## config.mk

```make
export PLATFORM = sky130hd
export DESIGN_NAME = audio_clkgen
export DESIGN_NICKNAME = d
export VERILOG_FILES = /design/src/rtl/audio_clkgen_pkg.sv /design/src/rtl/agc_frame_ctr.sv /design/src/rtl/agc_mck_div.sv /design/src/rtl/agc_bclk_div.sv /design/src/rtl/audio_clkgen.sv
export SDC_FILE = /design/constraint.sdc
export NUM_CORES = 1
export LEC_CHECK = 0
export ABC_CLOCK_PERIOD_IN_PS = 2800
export BUFFER_PORTS_ARGS = -buffer_cell sky130_fd_sc_hd__buf_2
export CORE_ASPECT_RATIO = 1.1
export CORE_MARGIN = 2
export CORE_UTILIZATION = 50
export DETAILED_ROUTE_END_ITERATION = 10
export PLACE_DENSITY = 0.71
export SYNTH_ARGS = -nofsm -noshare
export SYNTH_HDL_FRONTEND = slang
export SYNTH_SLANG_ARGS = --single-unit
```

## constraint.sdc

```tcl
create_clock -name clk -period 2.8 [get_ports clk]
set_input_delay 0.14 -clock clk [delete_from_list [all_inputs] [get_ports clk]]
set_output_delay 0.14 -clock clk [all_outputs]
set_load 0.01 [all_outputs]
```

## src/rtl/audio_clkgen_pkg.sv

```systemverilog
package audio_clkgen_pkg;

  // source cycles in one frame for frame field fs
  function automatic int unsigned frame_len(input int unsigned fs);
    return 32 * (fs + 1);
  endfunction

  // high-phase length of the master clock for divide field div: ceil((div+1)/2)
  function automatic int unsigned mck_high(input int unsigned div);
    return (div + 2) / 2;
  endfunction

  // half period of the bit clock in source cycles, never below one
  function automatic int unsigned bclk_half(input int unsigned fs);
    int unsigned h;
    h = (fs + 1) >> 2;
    return (h == 0) ? 1 : h;
  endfunction

endpackage

```

## src/rtl/agc_frame_ctr.sv

```systemverilog
module agc_frame_ctr
  import audio_clkgen_pkg::*;
#(
  parameter int DIV_W = 6,
  parameter int FS_W  = 6
) (
  input  logic             clk,
  input  logic             rst_n,
  input  logic             active,
  input  logic [DIV_W-1:0] div_in,
  input  logic [FS_W-1:0]  fs_in,
  output logic [DIV_W-1:0] act_div,
  output logic [FS_W-1:0]  act_fs,
  output logic             wrap,
  output logic             at_start
);
  localparam int CNT_W = FS_W + 5;

  logic [CNT_W-1:0] cnt;
  logic [CNT_W-1:0] last;

  assign last     = CNT_W'(frame_len(32'(act_fs)) - 1);
  assign wrap     = active && (cnt == last);
  assign at_start = (cnt == '0);

  always_ff @(posedge clk or negedge rst_n) begin
    if (!rst_n) begin
      cnt     <= '0;
      act_div <= '0;
      act_fs  <= '0;
    end else if (!active || wrap) begin
      cnt     <= '0;
      act_div <= div_in;
      act_fs  <= fs_in;
    end else begin
      cnt <= cnt + 1'b1;
    end
  end
endmodule

```

## src/rtl/agc_mck_div.sv

```systemverilog
module agc_mck_div
  import audio_clkgen_pkg::*;
#(
  parameter int DIV_W = 6
) (
  input  logic             clk,
  input  logic             rst_n,
  input  logic             active,
  input  logic             restart,
  input  logic [DIV_W-1:0] div,
  output logic             mck_lvl
);
  localparam int CMP_W = DIV_W + 1;

  logic [DIV_W-1:0] mcnt;

  assign mck_lvl = CMP_W'(mcnt) < CMP_W'(mck_high(32'(div)));

  always_ff @(posedge clk or negedge rst_n) begin
    if (!rst_n)                  mcnt <= '0;
    else if (!active || restart) mcnt <= '0;
    else if (mcnt == div)        mcnt <= '0;
    else                         mcnt <= mcnt + 1'b1;
  end
endmodule

```

## src/rtl/agc_bclk_div.sv

```systemverilog
module agc_bclk_div
  import audio_clkgen_pkg::*;
#(
  parameter int FS_W = 6
) (
  input  logic            clk,
  input  logic            rst_n,
  input  logic            active,
  input  logic            restart,
  input  logic [FS_W-1:0] fs,
  output logic            bclk_lvl
);
  logic [FS_W-1:0] bcnt;
  logic [FS_W-1:0] half_m1;

  assign half_m1 = FS_W'(bclk_half(32'(fs)) - 1);

  always_ff @(posedge clk or negedge rst_n) begin
    if (!rst_n) begin
      bcnt     <= '0;
      bclk_lvl <= 1'b0;
    end else if (!active || restart) begin
      bcnt     <= '0;
      bclk_lvl <= 1'b0;
    end else if (bcnt == half_m1) begin
      bcnt     <= '0;
      bclk_lvl <= ~bclk_lvl;
    end else begin
      bcnt <= bcnt + 1'b1;
    end
  end
endmodule

```

## src/rtl/audio_clkgen.sv

```systemverilog
module audio_clkgen #(
  parameter int DIV_W = 6,
  parameter int FS_W  = 6
) (
  input  logic             clk,
  input  logic             rst_n,
  input  logic             master_sel,
  input  logic             mck_out_sel,
  input  logic [DIV_W-1:0] div_cfg,
  input  logic [FS_W-1:0]  fs_cfg,
  input  logic             ck_start,
  input  logic             ck_stop,
  output logic             mck_o,
  output logic             bclk_o,
  output logic             frame_o
);
  logic             run_q;
  logic             active;
  logic             frame_wrap;
  logic             at_start;
  logic [DIV_W-1:0] cur_div;
  logic [FS_W-1:0]  cur_fs;
  logic             mck_lvl;
  logic             bclk_lvl;

  always_ff @(posedge clk or negedge rst_n) begin
    if (!rst_n)                     run_q <= 1'b0;
    else if (ck_stop || !master_sel) run_q <= 1'b0;
    else if (ck_start)              run_q <= 1'b1;
  end

  assign active = run_q && master_sel;

  agc_frame_ctr #(.DIV_W(DIV_W), .FS_W(FS_W)) u_frame (
    .clk(clk), .rst_n(rst_n), .active(active),
    .div_in(div_cfg), .fs_in(fs_cfg),
    .act_div(cur_div), .act_fs(cur_fs),
    .wrap(frame_wrap), .at_start(at_start)
  );

  agc_mck_div #(.DIV_W(DIV_W)) u_mck (
    .clk(clk), .rst_n(rst_n), .active(active), .restart(frame_wrap),
    .div(cur_div), .mck_lvl(mck_lvl)
  );

  agc_bclk_div #(.FS_W(FS_W)) u_bclk (
    .clk(clk), .rst_n(rst_n), .active(active), .restart(frame_wrap),
    .fs(cur_fs), .bclk_lvl(bclk_lvl)
  );

  assign frame_o = active && at_start;
  assign mck_o   = active && mck_out_sel && mck_lvl;
  assign bclk_o  = active && bclk_lvl;
endmodule

```

==> impl_metrics.xml, run 1 <==
<?xml version="1.0" encoding="UTF-8"?>
<metrics>
  <group name="timing">
    <metric name="timing_max_transition_violations_final" unit="">0</metric>
    <metric name="worst-slew-pin-transition" unit="ns">0.807</metric>
    <metric name="slew_headroom" unit="">0.462</metric>
    <metric name="grt_setup_unrepaired" unit="">false</metric>
    <metric name="tns" unit="ns">0</metric>
    <metric name="layout_worst_path_cycle_share" unit="">0.944</metric>
    <metric name="final_hold_viol_count" unit="">0</metric>
    <metric name="minimum_period_implied_by_the_final_worst_setup_slack" unit="ns">2.64</metric>
    <metric name="final.setup_skew" unit="ns">0.00988</metric>
    <metric name="setup_viol_count_final" unit="">0</metric>
    <metric name="maximum_clock_rate" unit="MHz">378</metric>
  </group>
  <group name="setup_path">
    <metric name="critical_path_end_type" unit="">primary output</metric>
    <metric name="worstPathArrival" unit="ns">2.50</metric>
    <metric name="worst-path-max-fanout" unit="">5</metric>
    <metric name="critical_path.startpoint_type" unit="">flip-flop</metric>
    <metric name="worstPathRequired" unit="ns">2.66</metric>
    <metric name="criticalPathCategory" unit="">reg -&gt; out</metric>
  </group>
  <group name="route">
    <metric name="route.detailed.drc" unit="">0</metric>
    <metric name="dr_total_vias" unit="">1758</metric>
    <metric name="count_of_tritonroute_iterations_in_the_first_routing_pass" unit="">6</metric>
    <metric name="number_of_antenna_violating_nets_in_the_routed_design" unit="">0</metric>
    <metric name="detail_route.wirelength" unit="um">4530</metric>
    <metric name="route.detailed.vias_per_inst" unit="">5.53</metric>
    <metric name="detailedRoute.firstIterationViolations" unit="">114</metric>
    <metric name="route.detailed.wl_per_inst" unit="um">14.2</metric>
  </group>
  <group name="power_and_ir_drop">
    <metric name="share_clk_of_total_power" unit="">0.355</metric>
    <metric name="power.switching_fraction" unit="">0.265</metric>
    <metric name="max-vdd-ir-drop" unit="mV">0.308</metric>
    <metric name="power.total" unit="W">0.00120</metric>
    <metric name="seq_power_share" unit="">0.472</metric>
    <metric name="switchingPower" unit="W">0.000317</metric>
    <metric name="p_int" unit="W">0.000880</metric>
    <metric name="powerDensity" unit="mW/mm^2">428</metric>
    <metric name="static-leakage-power" unit="nW">1.19</metric>
    <metric name="comb_power_share" unit="">0.173</metric>
  </group>
  <group name="die">
    <metric name="floorplan.initialDensity" unit="">0.521</metric>
    <metric name="fp.dieArea" unit="mm^2">0.00546</metric>
    <metric name="die_width" unit="um">70.6</metric>
    <metric name="core-area" unit="mm^2">0.00468</metric>
    <metric name="dieHeight" unit="um">77.3</metric>
    <metric name="floorplan.rows" unit="">26</metric>
    <metric name="ioPinCount" unit="">21</metric>
  </group>
  <group name="job">
    <metric name="drv.max_cap_violation_count" unit="">0</metric>
  </group>
  <group name="cells_and_area">
    <metric name="filler_cell_count" unit="">411</metric>
    <metric name="layout.cells.most_common_list" unit="">sky130_fd_sc_hd__dfrtp_1 (37), sky130_fd_sc_hd__xnor2_1 (20), sky130_fd_sc_hd__buf_2 (20)</metric>
    <metric name="post_route_cells_drive_above_1_share" unit="">0.275</metric>
    <metric name="finish.net_count" unit="">292</metric>
    <metric name="number_of_antenna_repair_diodes" unit="">0</metric>
    <metric name="layout_commonest_cell" unit="">sky130_fd_sc_hd__dfrtp_1</metric>
    <metric name="layout.area.seq" unit="um^2">926</metric>
    <metric name="multi_input_area" unit="mm^2">0.00146</metric>
    <metric name="area.growth.synth_to_final" unit="%">14.6</metric>
  </group>
  <group name="clocking">
    <metric name="cts_num_sinks" unit="">37</metric>
    <metric name="clock-root-buffer" unit="">sky130_fd_sc_hd__clkbuf_8</metric>
    <metric name="ctsHtreeMaxLevel" unit="">2</metric>
    <metric name="tritoncts.num_buffers" unit="">5</metric>
    <metric name="tritoncts" unit="">built</metric>
    <metric name="cts.reportedPaths.clkPinSlew" unit="ns">0.08</metric>
    <metric name="clock_tree.buffer_depth" unit="">2</metric>
    <metric name="clock_insertion_delay_worst_skew" unit="ns">0.29</metric>
  </group>
  <group name="status">
    <metric name="status" unit="">finished, final reports clean</metric>
  </group>
  <group name="logic_synthesis">
    <metric name="synth_seq_area_share" unit="">0.379</metric>
    <metric name="yosysWarningCount" unit="">0</metric>
    <metric name="mappedNetlistNets" unit="">268</metric>
    <metric name="syn_inst" unit="">237</metric>
    <metric name="ys_ff_latch" unit="">37</metric>
    <metric name="ys_types" unit="">50</metric>
    <metric name="mappedNetlistArea" unit="mm^2">0.00244</metric>
    <metric name="synth_area_per_cell" unit="um^2">10.3</metric>
  </group>
  <group name="placed_design">
    <metric name="dp.final_hpwl" unit="um">3190</metric>
    <metric name="gp_routability_congestion" unit="">0.898</metric>
    <metric name="buffer_ports.inserted" unit="">20</metric>
  </group>
  <group name="global_routing">
    <metric name="antenna_found_initial" unit="">0</metric>
    <metric name="global_route_wire_length_before_repair" unit="um">8030</metric>
    <metric name="first_global_vias" unit="">1763</metric>
    <metric name="track_usage" unit="">0.182</metric>
    <metric name="overflow" unit="">0</metric>
    <metric name="largest_net_degree_at_the_start_of_global_routing" unit="">38</metric>
  </group>
  <group name="hold_path">
    <metric name="min_path_type" unit="">in -&gt; reg</metric>
  </group>
</metrics>
==> cells in the mapped netlist, drive strengths merged <==
cell type	n	area share
a21boi	2	0.0061
xnor3	1	0.0092
o22ai	3	0.0077
mux2	12	0.063
o32ai	1	0.0036
a41o	1	0.0041
or2b	1	0.0031
or3	1	0.0026
a211o	1	0.0036
and2	1	0.0026
or3b	1	0.0036
inv	5	0.0077
a21oi	3	0.0077
or4b	2	0.0097
nor2b	1	0.0026
buf	13	0.043
ha	13	0.067
o21a	4	0.012
nand4b	1	0.0036
or2	1	0.0026
nand2	11	0.017
nor4bb	1	0.0041
and3b	1	0.0036
and3	5	0.015
xnor2	22	0.085
nor4	5	0.015
nand2b	1	0.0026
nor3	14	0.029
nor2	20	0.031
a2111oi	1	0.0036
nor3b	5	0.015
nand3	13	0.029
o2111ai	2	0.0097
o21ai	3	0.0061
o41ai	1	0.0036
xor2	19	0.068
dfrtp	37	0.38
a21o	1	0.0036
clkbuf	3	0.0046
nand4	4	0.010
==> registers in the layout, indices dropped and copies added (netlist names) <==
name / cells
u_frame.act_fs: 6
run_q: 1
u_mck.mcnt: 6
u_bclk.bclk_lvl: 1
u_bclk.bcnt: 6
u_frame.cnt: 11
u_frame.act_div: 6
==> path summary, 6_finish.rpt <==
| kind | slack (ns) | cells after the start | to | startpoint |
|---|---|---|---|---|
| max in group asynchronous | 1.80 | 2 | u_frame.act_fs[0]$_DFFE_PN0N_ | rst_n |
| hold reg to reg | 0.52 | 1 | u_frame.cnt[0]$_DFF_PN0_ | u_frame.cnt[0]$_DFF_PN0_ |
| min in group asynchronous | 0.48 | 2 | u_mck.mcnt[1]$_DFF_PN0_ | rst_n |
| setup reg to reg | 0.17 | 10 | u_bclk.bclk_lvl$_DFFE_PN0P_ | u_frame.act_fs[0]$_DFFE_PN0N_ |
| setup / recovery | 0.16 | 10 | mck_o | u_frame.act_div[1]$_DFFE_PN0N_ |
| hold / removal | 0.08 | 2 | u_frame.act_div[4]$_DFFE_PN0N_ | div_cfg[4] |
==> metal layers <==
metal	wire [um]	up-vias	part of all wire	track usage
met5	0	-	0	0
met4	61	0	0.013	0.0566
met3	146	6	0.032	0.0355
met2	2270	33	0.50	0.305
met1	2050	847	0.45	0.237
li1	-	872	-	-
==> worst max-delay path, stage by stage (launching register included) <==
cell,delay (ns)
sky130_fd_sc_hd__dfrtp_1,0.42
sky130_fd_sc_hd__ha_1,0.29
sky130_fd_sc_hd__inv_1,0.04
sky130_fd_sc_hd__ha_1,0.26
sky130_fd_sc_hd__o21a_1,0.11
sky130_fd_sc_hd__o21a_1,0.17
sky130_fd_sc_hd__o21a_1,0.16
sky130_fd_sc_hd__o21a_1,0.16
sky130_fd_sc_hd__o21ai_0,0.11
sky130_fd_sc_hd__nor4bb_1,0.31
sky130_fd_sc_hd__buf_2,0.19
==> cell families after synthesis <==
group	count (synthesis)	share of synthesized area
and+or+nand+nor	89	0.201
AOI/OAI and AO/OA	23	0.0718
buffers and inverters	21	0.0554
xor gates and xnor gates	42	0.162
muxes	12	0.0630
adders and majority gates	13	0.0666
DFF	37	0.379
==> layout make-up <==
type | instances | share of cell area
flip-flops and latches | 37 | 0.331
multi-input cells | 179 | 0.523
repair buffers | 33 | 0.0770
well taps | 56 | 0.0251
clock inverters | 1 | 0.00313
inverters | 5 | 0.00671
clock buffers | 7 | 0.0345
==> metrics by stage <==
stage / area [um^2] / utilization / setup slack (ns) / hold slack (ns) / instances
after floorplan: 2440 / - / 0.118 / -0.156 / 237
after global placement: 2580 / 0.551 / 0.0846 / 0.281 / 307
after detailed placement: 2580 / 0.551 / 0.0218 / 0.287 / 307
after CTS: 2710 / 0.578 / 0.0123 / 0.0669 / 317
after global routing: 2800 / 0.597 / 0.00310 / 0.0684 / 318
final: 2800 / 0.597 / 0.156 / 0.0769 / 318
==> what timing repair did <==
item	in CTS	in global routing
endpoints found under the setup margin	0	7
setup buffers	0	1
endpoints found under the hold margin	38	0
resized for setup	0	14
hold buffers	2	0
==> power groups by stage <==
stage	Clock (W)	Combinational, W	Sequential [W]
after floorplan	0	0.000137	0.000570
after global placement	0	0.000178	0.000573
after detailed placement	0	0.000183	0.000573
after CTS	0.000440	0.000186	0.000563
after global routing	0.000456	0.000231	0.000568
final	0.000425	0.000207	0.000565
No activity file was read; power rests on OpenSTA's default activity.
==> run 2, diff against run 1 <==
--- a/config.mk
+++ b/config.mk
@@ -12,6 +12,7 @@
 export CORE_UTILIZATION = 50
 export DETAILED_ROUTE_END_ITERATION = 10
 export PLACE_DENSITY = 0.71
+export SLEW_MARGIN = 10
 export SYNTH_ARGS = -nofsm -noshare
 export SYNTH_HDL_FRONTEND = slang
 export SYNTH_SLANG_ARGS = --single-unit
==> constraint.sdc (replaced) <==
create_clock -name clk -period 2.8 [get_ports clk]
set_input_delay 0.56 -clock clk [delete_from_list [all_inputs] [get_ports clk]]
set_output_delay 0.56 -clock clk [all_outputs]
set_load 0.01 [all_outputs]
==> impl_metrics.xml, run 2 (synthesized netlist as in run 1, its figures left out) <==
<?xml version="1.0" encoding="UTF-8"?>
<metrics>
  <group name="placed_design">
    <metric name="dp.final_hpwl" unit="um">3080</metric>
    <metric name="gp_routability_congestion" unit="">0.802</metric>
    <metric name="buffer_ports.inserted" unit="">20</metric>
  </group>
  <group name="global_routing">
    <metric name="use_met2" unit="">0.277</metric>
    <metric name="largest_net_degree_at_the_start_of_global_routing" unit="">38</metric>
    <metric name="track_usage" unit="">0.175</metric>
    <metric name="overflow" unit="">0</metric>
    <metric name="antenna_found_initial" unit="">0</metric>
    <metric name="grt.met1_usage" unit="">0.222</metric>
    <metric name="global_route_wire_length_before_repair" unit="um">7600</metric>
    <metric name="grt_busiest_layer" unit="">met2</metric>
    <metric name="met3_capacity_usage_during_global_routing" unit="">0.0499</metric>
    <metric name="first_global_vias" unit="">1667</metric>
  </group>
  <group name="route">
    <metric name="dr_total_vias" unit="">1749</metric>
    <metric name="detailedRoute.firstIterationViolations" unit="">66</metric>
    <metric name="detail_route.wirelength" unit="um">4540</metric>
    <metric name="count_of_tritonroute_iterations_in_the_first_routing_pass" unit="">4</metric>
    <metric name="route.detailed.vias_per_inst" unit="">5.40</metric>
    <metric name="number_of_antenna_violating_nets_in_the_routed_design" unit="">0</metric>
    <metric name="route.detailed.drc" unit="">0</metric>
    <metric name="route.detailed.wl_per_inst" unit="um">14.0</metric>
  </group>
  <group name="timing">
    <metric name="minimum_period_implied_by_the_final_worst_setup_slack" unit="ns">2.92</metric>
    <metric name="worst-slew-pin-transition" unit="ns">0.807</metric>
    <metric name="maximum_clock_rate" unit="MHz">343</metric>
    <metric name="postLayoutSetupSlackWorst" unit="ns">-0.119</metric>
    <metric name="layout_worst_path_cycle_share" unit="">1.04</metric>
    <metric name="grt_setup_unrepaired" unit="">true</metric>
    <metric name="tns" unit="ns">-0.119</metric>
    <metric name="slew_headroom" unit="">0.462</metric>
    <metric name="final_hold_viol_count" unit="">0</metric>
    <metric name="setup_viol_count_final" unit="">1</metric>
    <metric name="timing_max_transition_violations_final" unit="">0</metric>
    <metric name="final.setup_skew" unit="ns">0.00618</metric>
  </group>
  <group name="power_and_ir_drop">
    <metric name="power.switching_fraction" unit="">0.278</metric>
    <metric name="seq_power_share" unit="">0.487</metric>
    <metric name="powerDensity" unit="mW/mm^2">409</metric>
    <metric name="p_int" unit="W">0.000840</metric>
    <metric name="static-leakage-power" unit="nW">1.21</metric>
    <metric name="share_clk_of_total_power" unit="">0.320</metric>
    <metric name="max-vdd-ir-drop" unit="mV">0.324</metric>
    <metric name="switchingPower" unit="W">0.000323</metric>
    <metric name="comb_power_share" unit="">0.193</metric>
    <metric name="power.total" unit="W">0.00116</metric>
  </group>
  <group name="clocking">
    <metric name="ctsHtreeMaxLevel" unit="">2</metric>
    <metric name="tritoncts.num_buffers" unit="">5</metric>
    <metric name="hold_buffers" unit="">0</metric>
    <metric name="cts.reportedPaths.clkPinSlew" unit="ns">0.08</metric>
    <metric name="tritoncts" unit="">built</metric>
    <metric name="clock_insertion_delay_worst_skew" unit="ns">0.30</metric>
    <metric name="cts_num_sinks" unit="">37</metric>
    <metric name="clock-root-buffer" unit="">sky130_fd_sc_hd__clkbuf_8</metric>
    <metric name="clock_tree.buffer_depth" unit="">2</metric>
  </group>
  <group name="cells_and_area">
    <metric name="finish.net_count" unit="">298</metric>
    <metric name="layout.cells.most_common_list" unit="">sky130_fd_sc_hd__dfrtp_1 (37), sky130_fd_sc_hd__buf_2 (20), sky130_fd_sc_hd__nor2_1 (19)</metric>
    <metric name="area.growth.synth_to_final" unit="%">16.5</metric>
    <metric name="largest-register" unit="">u_frame.cnt</metric>
    <metric name="layout_commonest_cell" unit="">sky130_fd_sc_hd__dfrtp_1</metric>
    <metric name="largest_register_ffs" unit="">11</metric>
    <metric name="number_of_antenna_repair_diodes" unit="">0</metric>
    <metric name="post_route_cells_drive_above_1_share" unit="">0.310</metric>
  </group>
  <group name="setup_path">
    <metric name="worstPathRequired" unit="ns">2.24</metric>
    <metric name="source_of_the_worst_register_to_register_timing_path" unit="">u_frame.act_fs[1]$_DFFE_PN0N_</metric>
    <metric name="worstPathArrival" unit="ns">2.36</metric>
    <metric name="reg2reg_depth" unit="">11</metric>
    <metric name="worst_reg2reg_endpoint" unit="">u_bclk.bclk_lvl$_DFFE_PN0P_</metric>
    <metric name="worstSetupStartpoint" unit="">u_frame.act_div[2]$_DFFE_PN0N_</metric>
    <metric name="timing.reg2reg.setup_slack" unit="ns">0.09</metric>
    <metric name="setup.worst_path.end" unit="">mck_o</metric>
    <metric name="worst-path-max-fanout" unit="">2</metric>
    <metric name="criticalPathCategory" unit="">reg -&gt; out</metric>
    <metric name="critical_path_end_type" unit="">primary output</metric>
    <metric name="critical_path.startpoint_type" unit="">flip-flop</metric>
  </group>
  <group name="die">
    <metric name="dieHeight" unit="um">77.3</metric>
    <metric name="core-area" unit="mm^2">0.00468</metric>
    <metric name="die_width" unit="um">70.6</metric>
    <metric name="floorplan.initialDensity" unit="">0.521</metric>
    <metric name="ioPinCount" unit="">21</metric>
    <metric name="floorplan.rows" unit="">26</metric>
    <metric name="fp.dieArea" unit="mm^2">0.00546</metric>
  </group>
  <group name="hold_path">
    <metric name="min_path_type" unit="">in -&gt; async</metric>
  </group>
  <group name="status">
    <metric name="status" unit="">complete, but fails checks</metric>
    <metric name="failing_checks" unit="">setup timing</metric>
  </group>
  <group name="job">
    <metric name="drv.max_cap_violation_count" unit="">0</metric>
  </group>
</metrics>
run 2: power groups by stage:
stage	Sequential (W)	Clock, W	Combinational (W)
5_1_grt	0.000569	0.000418	0.000247
6_report	0.000566	0.000372	0.000224
3_5_place_dp	0.000573	0	0.000185
2_1_floorplan	0.000570	0	0.000137
3_3_place_gp	0.000573	0	0.000182
4_1_cts	0.000562	0.000388	0.000187
run 2: cell type report:
class,instances,area [um^2]
Sequential cell,37,926
Inverter,5,18.8
Clock inverter,3,17.5
Clock buffer,5,68.8
Fill cell,431,1840
Timing Repair Buffer,39,259
Multi-Input combinational cell,179,1480
Tap cell,56,70.1
run 2: critical path, cell delays in order, from the launching register on:
cell	delay (ns)
sky130_fd_sc_hd__dfrtp_1	0.40
sky130_fd_sc_hd__ha_1	0.28
sky130_fd_sc_hd__inv_1	0.04
sky130_fd_sc_hd__ha_1	0.26
sky130_fd_sc_hd__o21a_1	0.10
sky130_fd_sc_hd__o21a_1	0.17
sky130_fd_sc_hd__o21a_1	0.17
sky130_fd_sc_hd__o21a_1	0.17
sky130_fd_sc_hd__o21ai_1	0.12
sky130_fd_sc_hd__nor4bb_4	0.20
sky130_fd_sc_hd__buf_2	0.17
run 2: worst min path at each step:
stage,startpoint,slack [ns],cells after the start,endpoint
2_1_floorplan,rst_n,0.26,0,run_q$_DFFE_PN0P_
3_3_place_gp,u_frame.cnt[0]$_DFF_PN0_,0.50,1,u_frame.cnt[0]$_DFF_PN0_
3_5_place_dp,u_frame.cnt[0]$_DFF_PN0_,0.51,1,u_frame.cnt[0]$_DFF_PN0_
4_1_cts,rst_n,0.37,1,u_frame.act_fs[4]$_DFFE_PN0N_
5_1_grt,ck_stop,0.40,2,run_q$_DFFE_PN0P_
6_report,rst_n,0.34,1,u_frame.act_fs[4]$_DFFE_PN0N_
run 2: repair_timing:
action                                  in CTS  in global routing
buffers inserted                             0                  7
pin swaps                                    2                  7
gates cloned                                 0                  0
endpoints found under the setup margin       1                  8
gates resized for setup                      2                 19
run 2: per-layer routing:
layer,vias to the layer above,wire [um]
met4,0,95
met5,-,0
met1,834,2110
met3,8,120
met2,21,2210
li1,886,-
run 2: per-stage QoR:
stage	setup WS [ns]	std cells	util	instance area (um^2)	hold slack, ns
after detailed placement	0.0410	309	0.554	2600	0.509
after global routing	-0.214	324	0.607	2840	0.399
after CTS	-0.122	317	0.574	2690	0.372
after global placement	0.128	309	0.554	2600	0.499
after floorplan	0.118	237	-	2440	0.264
final	-0.119	324	0.607	2840	0.344
